## config.mk

```make
export PLATFORM = sky130hd
export DESIGN_NAME = burst_addr_seq
export DESIGN_NICKNAME = d
export VERILOG_FILES = /design/src/rtl/bseq_pkg.sv /design/src/rtl/bseq_beat_fsm.sv /design/src/rtl/bseq_base_latch.sv /design/src/rtl/bseq_order_map.sv /design/src/rtl/burst_addr_seq.sv
export SDC_FILE = /design/constraint.sdc
export NUM_CORES = 1
export LEC_CHECK = 0
export BUFFER_PORTS_ARGS = -buffer_cell sky130_fd_sc_hd__buf_4
export CORE_MARGIN = 2
export CORE_UTILIZATION = 30
export CTS_BUF_LIST = sky130_fd_sc_hd__clkbuf_16
export CTS_CLUSTER_DIAMETER = 200
export CTS_CLUSTER_SIZE = 14
export DETAILED_ROUTE_END_ITERATION = 10
export PLACE_DENSITY = 0.56
export SYNTH_ARGS = -nofsm -noshare
export SYNTH_HDL_FRONTEND = slang
export SYNTH_SLANG_ARGS = --single-unit
```

## constraint.sdc

```tcl
create_clock -name clk -period 1.3 [get_ports clk]
set_input_delay 0.195 -clock clk [delete_from_list [all_inputs] [get_ports clk]]
set_output_delay 0.195 -clock clk [all_outputs]
set_load 0.02 [all_outputs]
```

## src/rtl/bseq_pkg.sv

```systemverilog
package bseq_pkg;
    localparam int BEAT_W = 2;
    localparam int BEATS  = 4;

    typedef enum logic [1:0] {
        ST_IDLE  = 2'd0,
        ST_RUN   = 2'd1,
        ST_FINAL = 2'd2
    } bseq_state_e;

    typedef enum logic {
        ORD_LINEAR     = 1'b0,
        ORD_INTERLEAVE = 1'b1
    } bseq_order_e;
endpackage

```

## src/rtl/bseq_beat_fsm.sv

```systemverilog
module bseq_beat_fsm
    import bseq_pkg::*;
(
    input  logic              clk,
    input  logic              rst_n,
    input  logic              load_i,
    input  logic              step_i,
    output logic [BEAT_W-1:0] beat_o,
    output logic              last_o,
    output logic              active_o
);
    localparam logic [BEAT_W-1:0] BEAT_PENULT = BEAT_W'(BEATS - 2);
    localparam logic [BEAT_W-1:0] BEAT_TOP    = BEAT_W'(BEATS - 1);

    bseq_state_e       state_q, state_d;
    logic [BEAT_W-1:0] beat_q, beat_d;

    // next-state and beat counter
    always_comb begin
        state_d = state_q;
        beat_d  = beat_q;
        if (load_i) begin
            state_d = ST_RUN;          // transition: load
            beat_d  = '0;
        end else begin
            unique case (state_q)
                ST_IDLE: begin
                    state_d = ST_IDLE; // stay: advance ignored
                end
                ST_RUN: begin
                    if (step_i) begin
                        beat_d = beat_q + 1'b1;
                        if (beat_q == BEAT_PENULT) begin
                            state_d = ST_FINAL; // transition: near_end
                        end
                    end
                end
                ST_FINAL: begin
                    if (step_i) begin
                        beat_d  = '0;
                        state_d = ST_RUN;       // transition: wrap
                    end
                end
                default: begin
                    state_d = ST_IDLE;
                    beat_d  = '0;
                end
            endcase
        end
    end

    // state register
    always_ff @(posedge clk) begin
        if (!rst_n) begin
            state_q <= ST_IDLE;
            beat_q  <= '0;
        end else begin
            state_q <= state_d;
            beat_q  <= beat_d;
        end
    end

    // outputs
    always_comb begin
        beat_o   = beat_q;
        last_o   = (state_q == ST_FINAL);
        active_o = (state_q != ST_IDLE);
    end

    // the flag from the state and the separate beat counter agree
    p_last_at_top_beat_r8: assert property (@(posedge clk) disable iff (!rst_n)
        last_o |-> (beat_o == BEAT_TOP));

    p_top_beat_is_last_r8: assert property (@(posedge clk) disable iff (!rst_n)
        (active_o && beat_o == BEAT_TOP) |-> last_o);

    // an advance on the fourth beat wraps the count
    p_beat_wraps_r9: assert property (@(posedge clk) disable iff (!rst_n)
        (last_o && step_i && !load_i) |=> (beat_o == '0 && !last_o && active_o));

    // idle ignores advance
    p_idle_ignores_step_r10: assert property (@(posedge clk) disable iff (!rst_n)
        (!active_o && !load_i) |=> (!active_o && beat_o == '0));
endmodule

```

## src/rtl/bseq_base_latch.sv

```systemverilog
module bseq_base_latch
    import bseq_pkg::*;
#(
    parameter int ADDR_W = 16
) (
    input  logic                     clk,
    input  logic                     rst_n,
    input  logic                     load_i,
    input  logic [ADDR_W-1:0]        addr_i,
    input  logic                     mode_i,
    output logic [ADDR_W-BEAT_W-1:0] upper_o,
    output logic [BEAT_W-1:0]        start_o,
    output bseq_order_e              order_o
);
    localparam int UP_W = ADDR_W - BEAT_W;

    logic [UP_W-1:0]   upper_q;
    logic [BEAT_W-1:0] start_q;
    bseq_order_e       order_q;
    bseq_order_e       order_in;

    // only a definite 0 selects increment order
    always_comb begin
        order_in = (mode_i == 1'b0) ? ORD_LINEAR : ORD_INTERLEAVE;
    end

    always_ff @(posedge clk) begin
        if (!rst_n) begin
            upper_q <= '0;
            start_q <= '0;
            order_q <= ORD_INTERLEAVE;
        end else if (load_i) begin
            upper_q <= addr_i[ADDR_W-1:BEAT_W];
            start_q <= addr_i[BEAT_W-1:0];
            order_q <= order_in;
        end
    end

    assign upper_o = upper_q;
    assign start_o = start_q;
    assign order_o = order_q;

    // captured fields are frozen between strobes
    p_base_holds_r7: assert property (@(posedge clk) disable iff (!rst_n)
        !load_i |=> ($stable(upper_o) && $stable(start_o)));

    p_order_frozen_r5: assert property (@(posedge clk) disable iff (!rst_n)
        !load_i |=> $stable(order_o));
endmodule

```

## src/rtl/bseq_order_map.sv

```systemverilog
module bseq_order_map
    import bseq_pkg::*;
(
    input  logic [BEAT_W-1:0] start_i,
    input  logic [BEAT_W-1:0] beat_i,
    input  bseq_order_e       order_i,
    output logic [BEAT_W-1:0] offs_o
);
    always_comb begin
        unique case (order_i)
            ORD_LINEAR:     offs_o = start_i + beat_i; // wraps modulo 4
            ORD_INTERLEAVE: offs_o = start_i ^ beat_i;
            default:        offs_o = start_i;
        endcase
    end
endmodule

```

## src/rtl/burst_addr_seq.sv

```systemverilog
module burst_addr_seq
    import bseq_pkg::*;
#(
    parameter int ADDR_W = 16
) (
    input  logic              clk,
    input  logic              rst_n,
    input  logic              strobe_i,
    input  logic [ADDR_W-1:0] addr_i,
    input  logic              mode_i,
    input  logic              adv_i,
    output logic [ADDR_W-1:0] addr_o,
    output logic              last_o
);
    localparam int UP_W = ADDR_W - BEAT_W;

    logic [UP_W-1:0]   upper;
    logic [BEAT_W-1:0] start;
    logic [BEAT_W-1:0] beat;
    logic [BEAT_W-1:0] offs;
    bseq_order_e       order;
    logic              active;

    bseq_base_latch #(.ADDR_W(ADDR_W)) u_base (
        .clk     (clk),
        .rst_n   (rst_n),
        .load_i  (strobe_i),
        .addr_i  (addr_i),
        .mode_i  (mode_i),
        .upper_o (upper),
        .start_o (start),
        .order_o (order)
    );

    bseq_beat_fsm u_fsm (
        .clk      (clk),
        .rst_n    (rst_n),
        .load_i   (strobe_i),
        .step_i   (adv_i),
        .beat_o   (beat),
        .last_o   (last_o),
        .active_o (active)
    );

    bseq_order_map u_map (
        .start_i (start),
        .beat_i  (beat),
        .order_i (order),
        .offs_o  (offs)
    );

    assign addr_o = {upper, offs};

    // the strobe presents the captured address on the next cycle
    p_load_presents_start_r2: assert property (@(posedge clk) disable iff (!rst_n)
        strobe_i |=> (addr_o == $past(addr_i) && !last_o));

    // no advance, no strobe -> address holds
    p_hold_without_adv_r6: assert property (@(posedge clk) disable iff (!rst_n)
        (!strobe_i && !adv_i) |=> $stable(addr_o));

    // upper bits never move without a strobe
    p_upper_held_r7: assert property (@(posedge clk) disable iff (!rst_n)
        !strobe_i |=> $stable(addr_o[ADDR_W-1:BEAT_W]));

    // before the first burst the address stays zero
    p_idle_zero_r10: assert property (@(posedge clk) disable iff (!rst_n)
        !active |-> (addr_o == '0));
endmodule

```

After elaboration in Yosys (flattened, before gate mapping)
Cells that the tools add are included.

operators by class
  reductions and logical operators = 5
  add/subtract/negate cells = 2
  bitwise logic cells = 4
  mux-type cells = 10
  eq/ne operators = 9

operator list
  operator                                                                 number
  2-bit 2-to-1 mux                                                         5
  3-bit AND reduction                                                      3
  2-bit case mux with 2 select lines                                       2
  3-bit inequality test, second input constant                             2
  2-bit case mux with 3 select lines                                       1
  2-bit == test, second input constant                                     2
  2-bit inequality test, second input constant                             2
  3-bit by 2-bit inequality test with 1-bit output, second input constant  1
  1-bit NOT                                                                3
  2-bit by 1-bit adder with 2-bit output, second input constant            1
  2-bit adder                                                              1
  2-bit by 1-bit == test with 1-bit output, second input constant          1
  2-bit logical NOT                                                        1
  1-bit 2-to-1 mux                                                         2
  2-bit by 1-bit inequality test with 1-bit output, second input constant  1
  2-bit OR reduction                                                       1
  2-bit XOR                                                                1

storage, ports and cells
  word-level logic and storage cells = 36
  bits of input ports = 21
  output and inout port bits = 17
  register bits after elaboration = 21

Depth between registers and ports, before layout
  depth in word-level cells = 5
  depth in mapped cells = 5
  mapped depth without buffers = 5

Modules after synthesis
A second synthesis with hierarchy kept.

unflattened totals
  cells, all modules = 83
  area total of the unflattened synthesis = 899.6 um^2

modules (own cells, without submodules)
  module           instances  cells each  sequential area each (um^2)  area each (um^2)
  bseq_base_latch  1          54          340.3                        649.4
  bseq_beat_fsm    1          25          80.1                         214.0
  bseq_order_map   1          4           0.0                          36.3

Worst setup path before layout
OpenSTA, ideal clock, no wires.

  kind = register to output
  start = reg u_base.start_q[0], in the netlist u_base.start_o[0]
  end = out addr_o[1]
  required time = 1.105 ns
  path buffers = 0
  stages on the path, launching flop included = 4
  data arrival time = 0.970 ns
  path slack = 0.135 ns
  cell sequence = dfxtp_1 > ha_1 > nor2b_1 > xnor2_1

between the ends
  cells in the longest elaborated chain, start to end = 2

RTL lines
  item                                line                   text
  start: declaration                  bseq_base_latch.sv:18  logic [BEAT_W-1:0] start_q;
  start signal: assignment            bseq_base_latch.sv:34  start_q <= addr_i[BEAT_W-1:0];
  2-bit adder                         bseq_order_map.sv:11   ORD_LINEAR: offs_o = start_i + beat_i;
  2-bit case mux with 2 select lines  bseq_order_map.sv:10   unique case (order_i)
  end: declaration                    burst_addr_seq.sv:12   output logic [ADDR_W-1:0] addr_o,

No other way between the ends.

Worst setup path in the final report
  start = reg u_fsm.beat_q[0], in the netlist u_fsm.beat_o[0]
  end = out addr_o[1]

between the ends
  cells in the longest elaborated chain, start to end = 2

RTL lines
  item                                line                  text
  start: declaration                  bseq_beat_fsm.sv:16   logic [BEAT_W-1:0] beat_q, beat_d;
  start signal: assignment            bseq_beat_fsm.sv:59   beat_q <= beat_d;
  2-bit adder                         bseq_order_map.sv:11
  2-bit case mux with 2 select lines  bseq_order_map.sv:10

No other way between the ends.

==> summary.md <==
| Metric | Value |
|---|---|
| Fill cells | 283 |
| Max-cap violation count | 0 |
| CTS tree | yes |
| Antenna cells | 0 |
| Final Hold Viols | 0 |
| FF-to-FF path depth | 6 |
| Synth warn | 0 |
| First-pass GRT wire length | 2.739 mm |
| IO buf count | 37 |
| Sequential fraction of the synthesis area | 0.4699 |
| Worst Skew | 0.3118 ps |
| Core region area | ~2800 um^2 |
| Power, Total | 0.001574 W |
| H-tree levels | 1 |
| TritonRoute pass-1 iters | 6 |
| Initial core utilization | 0.3189 |
| Largest area contributor in the netlist | dfxtp_1 |
| Tcrit/Tclk final | 1.032 |
| Final setup violation count | 1 |
| Relative slew slack | 0.7915 |
| Worst skew pair latency | 250 ps |
| Total Nets Final | 145 |
| Leak | 0.5930 nW |
| Placement Cell Area | about 1200 um^2 |
| Worst EP required | roughly 1100 ps |
| DR WL/cell | ~11 um |
| Final Instance Area | 1285 um^2 |
| Syn Std Cell Area | 894.6 um^2 |
| Antenna viol nets, final | 0 |
| Crit path largest cell delay | 330 ps |
| EDFF count, synth | 0 |
| GRT Residual Overflow | 0 |
| PwrDens | roughly 1200 nW/um^2 |
| Distinct cells, synth | 20 |
| Worst-Margin Slew | between 300 and 400 ps |
| Die Area | 3435 um^2 |
| GPL Wtd Cong | 0.6401 |
| Die Height | 58.61 um |
| Syn Inst Count | 82 |
| Seq cells post-synth | 21 |
| Critical path class | register to output pin |
| Layout cell share with drive strength beyond 1 | 0.4132 |
| Die W | 58.61 um |
| Final-report max-slew violation count | 0 |
| CTS buffer count | 3 |
| R2R Path End | u_fsm.state_q[0] |
| Area grow syn2layout | 43.64% |
| Hold Crit Start | mode_i |
| Largest net degree at the start of global routing | 20 |
| Cell Chain, Critical Path | ha_2 -> nor2b_4 -> xnor2_2 -> buf_4 |
| Final WS setup | -41.68 ps |
| Syn nets | 105 |
| Initial antenna violation count | 0 |
| CTS Sinks | 21 |
| Setup WS pre-CTS | 164.3 ps |
| Routed WL | around 1.7 mm |
| Hold Buf Count CTS | 0 |
| CP arrival | ~1200 ps |
| FFs w/ async S/R, synth | 0 |
| Startpoint Class | register |
| Worst IR Drop VDD | 0.7952 mV |
| Critical path's slowest cell | dfxtp_2 |
| Count leader, synth | dfxtp_1 |
| Synth cell count leaders | dfxtp_1 (21), nor2b_1 (19), mux2i_1 (17) |
| Peak Freq | 0.7453 GHz |
| CP max FO | 2 |
| Worst Hold Class | primary input to register |
| Min Clock Period, post-route | 1342 ps |
| Hpwl dp | between 1 and 1.5 mm |
| Ys flop type | dfxtp_1 |
| CP Capture Type | output pin |
| Via count | 688 |
| CTS root buf | clkbuf_16 |
| Via-to-Cell Ratio | 4.526 |
| Setup TNS | -41.68 ps |
| RSZ-0062 raised after global routing | true |
| Status | finished, violations left |
| Mean Syn Cell Area | 10.91 um^2 |
| Yosys top cell area share | 0.4699 |
| Rows | 19 |
| Worst R2R Setup Slack | approximately 140 ps |
| Final hold slack | 168.1 ps |
| DRC viols | 1 |
| Global Route Usage Sum | 0.1066 |
| Hold path endpoint | u_base.order_o |
| Failing checks | design-rule violations, negative setup slack |
| Reg2Reg Launch Point | u_fsm.beat_o[0] |
| Clk slew on worst S/H paths | 60 ps |
| Synth area leaders | dfxtp_1 (47%), mux2i_1 (19%), nor2b_1 (13%) |
| IO Count | 38 |
| DR iter-0 viols | 11 |
| Deepest clock path buffer count | 2 |
| Vias in the first global route | ~640 |
| WHS Path Cells | 3 |
==> critical path: cells and delay by family, from the launching register on <==
family | cells | cell delay, ps
xor gates and xnor gates | 1 | 110
adders and majority gates | 1 | 160
DFF | 1 | 330
buffers and inverters | 1 | 150
and+or+nand+nor | 1 | 150
==> metal layers <==
layer,up-vias,wire (um),track usage
met4,0,13,0.02922
met5,-,0,0
met2,23,794,0.1734
li1,356,-,-
met3,2,129,0.04176
met1,307,792,0.1318
==> layout make-up <==
class | instances | area, um^2 | share of cell area
Clock buffer | 3 | 75.07 | 0.05842
Timing Repair Buffer | 39 | 292.8 | 0.2278
Sequential cell | 21 | 422.9 | 0.3291
Clock inverter | 1 | 5.005 | 0.003895
Multi-Input combinational cell | 56 | 446.7 | 0.3476
Tap cell | 31 | 38.79 | 0.03019
Inverter | 1 | 3.754 | 0.002921
==> power breakdown <==
group          switching [W]  leakage [nW]  internal (W)
Sequential         0.0000207         0.174      0.000679
Clock               0.000227        0.0409      0.000412
Combinational       0.000107         0.378      0.000128
==> logic make-up (layout without fill, tap and decap cells) <==
group | Yosys count | in the layout | share of synthesized area
AND/OR/NAND/NOR | 29 | 29 | 0.1958
flip-flops | 21 | 21 | 0.4699
multiplexers | 17 | 17 | 0.1902
AO/OA/AOI/OAI | 6 | 6 | 0.04614
buffers and inverters | 5 | 44 | 0.05035
adder cells (fa/ha/maj) | 2 | 2 | 0.02797
XOR/XNOR | 2 | 2 | 0.01958
==> how the worst max path moves through the flow <==
stage                            startpoint        end  slack [ps]
final                       u_fsm.beat_o[0]  addr_o[1]         -40
after global routing        u_fsm.beat_o[0]  addr_o[1]        -100
after CTS                   u_fsm.beat_o[0]  addr_o[1]         -80
after detailed placement    u_fsm.beat_o[0]  addr_o[1]         160
after global placement      u_fsm.beat_o[0]  addr_o[1]         190
after floorplan           u_base.start_o[0]  addr_o[1]         130
==> state kept, by name, summed over array words and instances, names as in the netlist <==
signal and count:
u_base.upper_o 14, u_base.start_o 2, u_fsm.beat_o 2, u_fsm.state_q 2, u_base.order_o 1
==> cells in the final DEF (no fill, tap or decap) <==
cell       instances
xnor2_1            1
buf_4             39
nor2b_1           18
nand3b_1           1
nor3b_1            1
dfxtp_2            2
and2b_4            1
inv_1              1
clkinv_2           1
a221oi_2           1
a21oi_1            3
nor2b_4            1
mux2i_1           17
clkbuf_16          3
ha_2               1
nand2b_1           1
nor3_1             2
xnor2_2            1
o21ai_1            1
a31oi_1            1
nor2_1             2
dfxtp_1           19
nand2_1            2
ha_1               1
==> repair_timing <==
action,4_1_cts,5_1_grt
buffers inserted,2,0
setup endpoints to repair,1,1
pin swaps,2,1
cloned,0,0
resized for setup,5,1
==> through the flow <==
step                std cells    util
floorplan                  82       -
global placement          146  0.4170
detailed placement        146  0.4170
CTS                       152  0.4554
global route              152  0.4581
finish                    152  0.4581
Note: power is estimated with default switching activity, not from simulation.
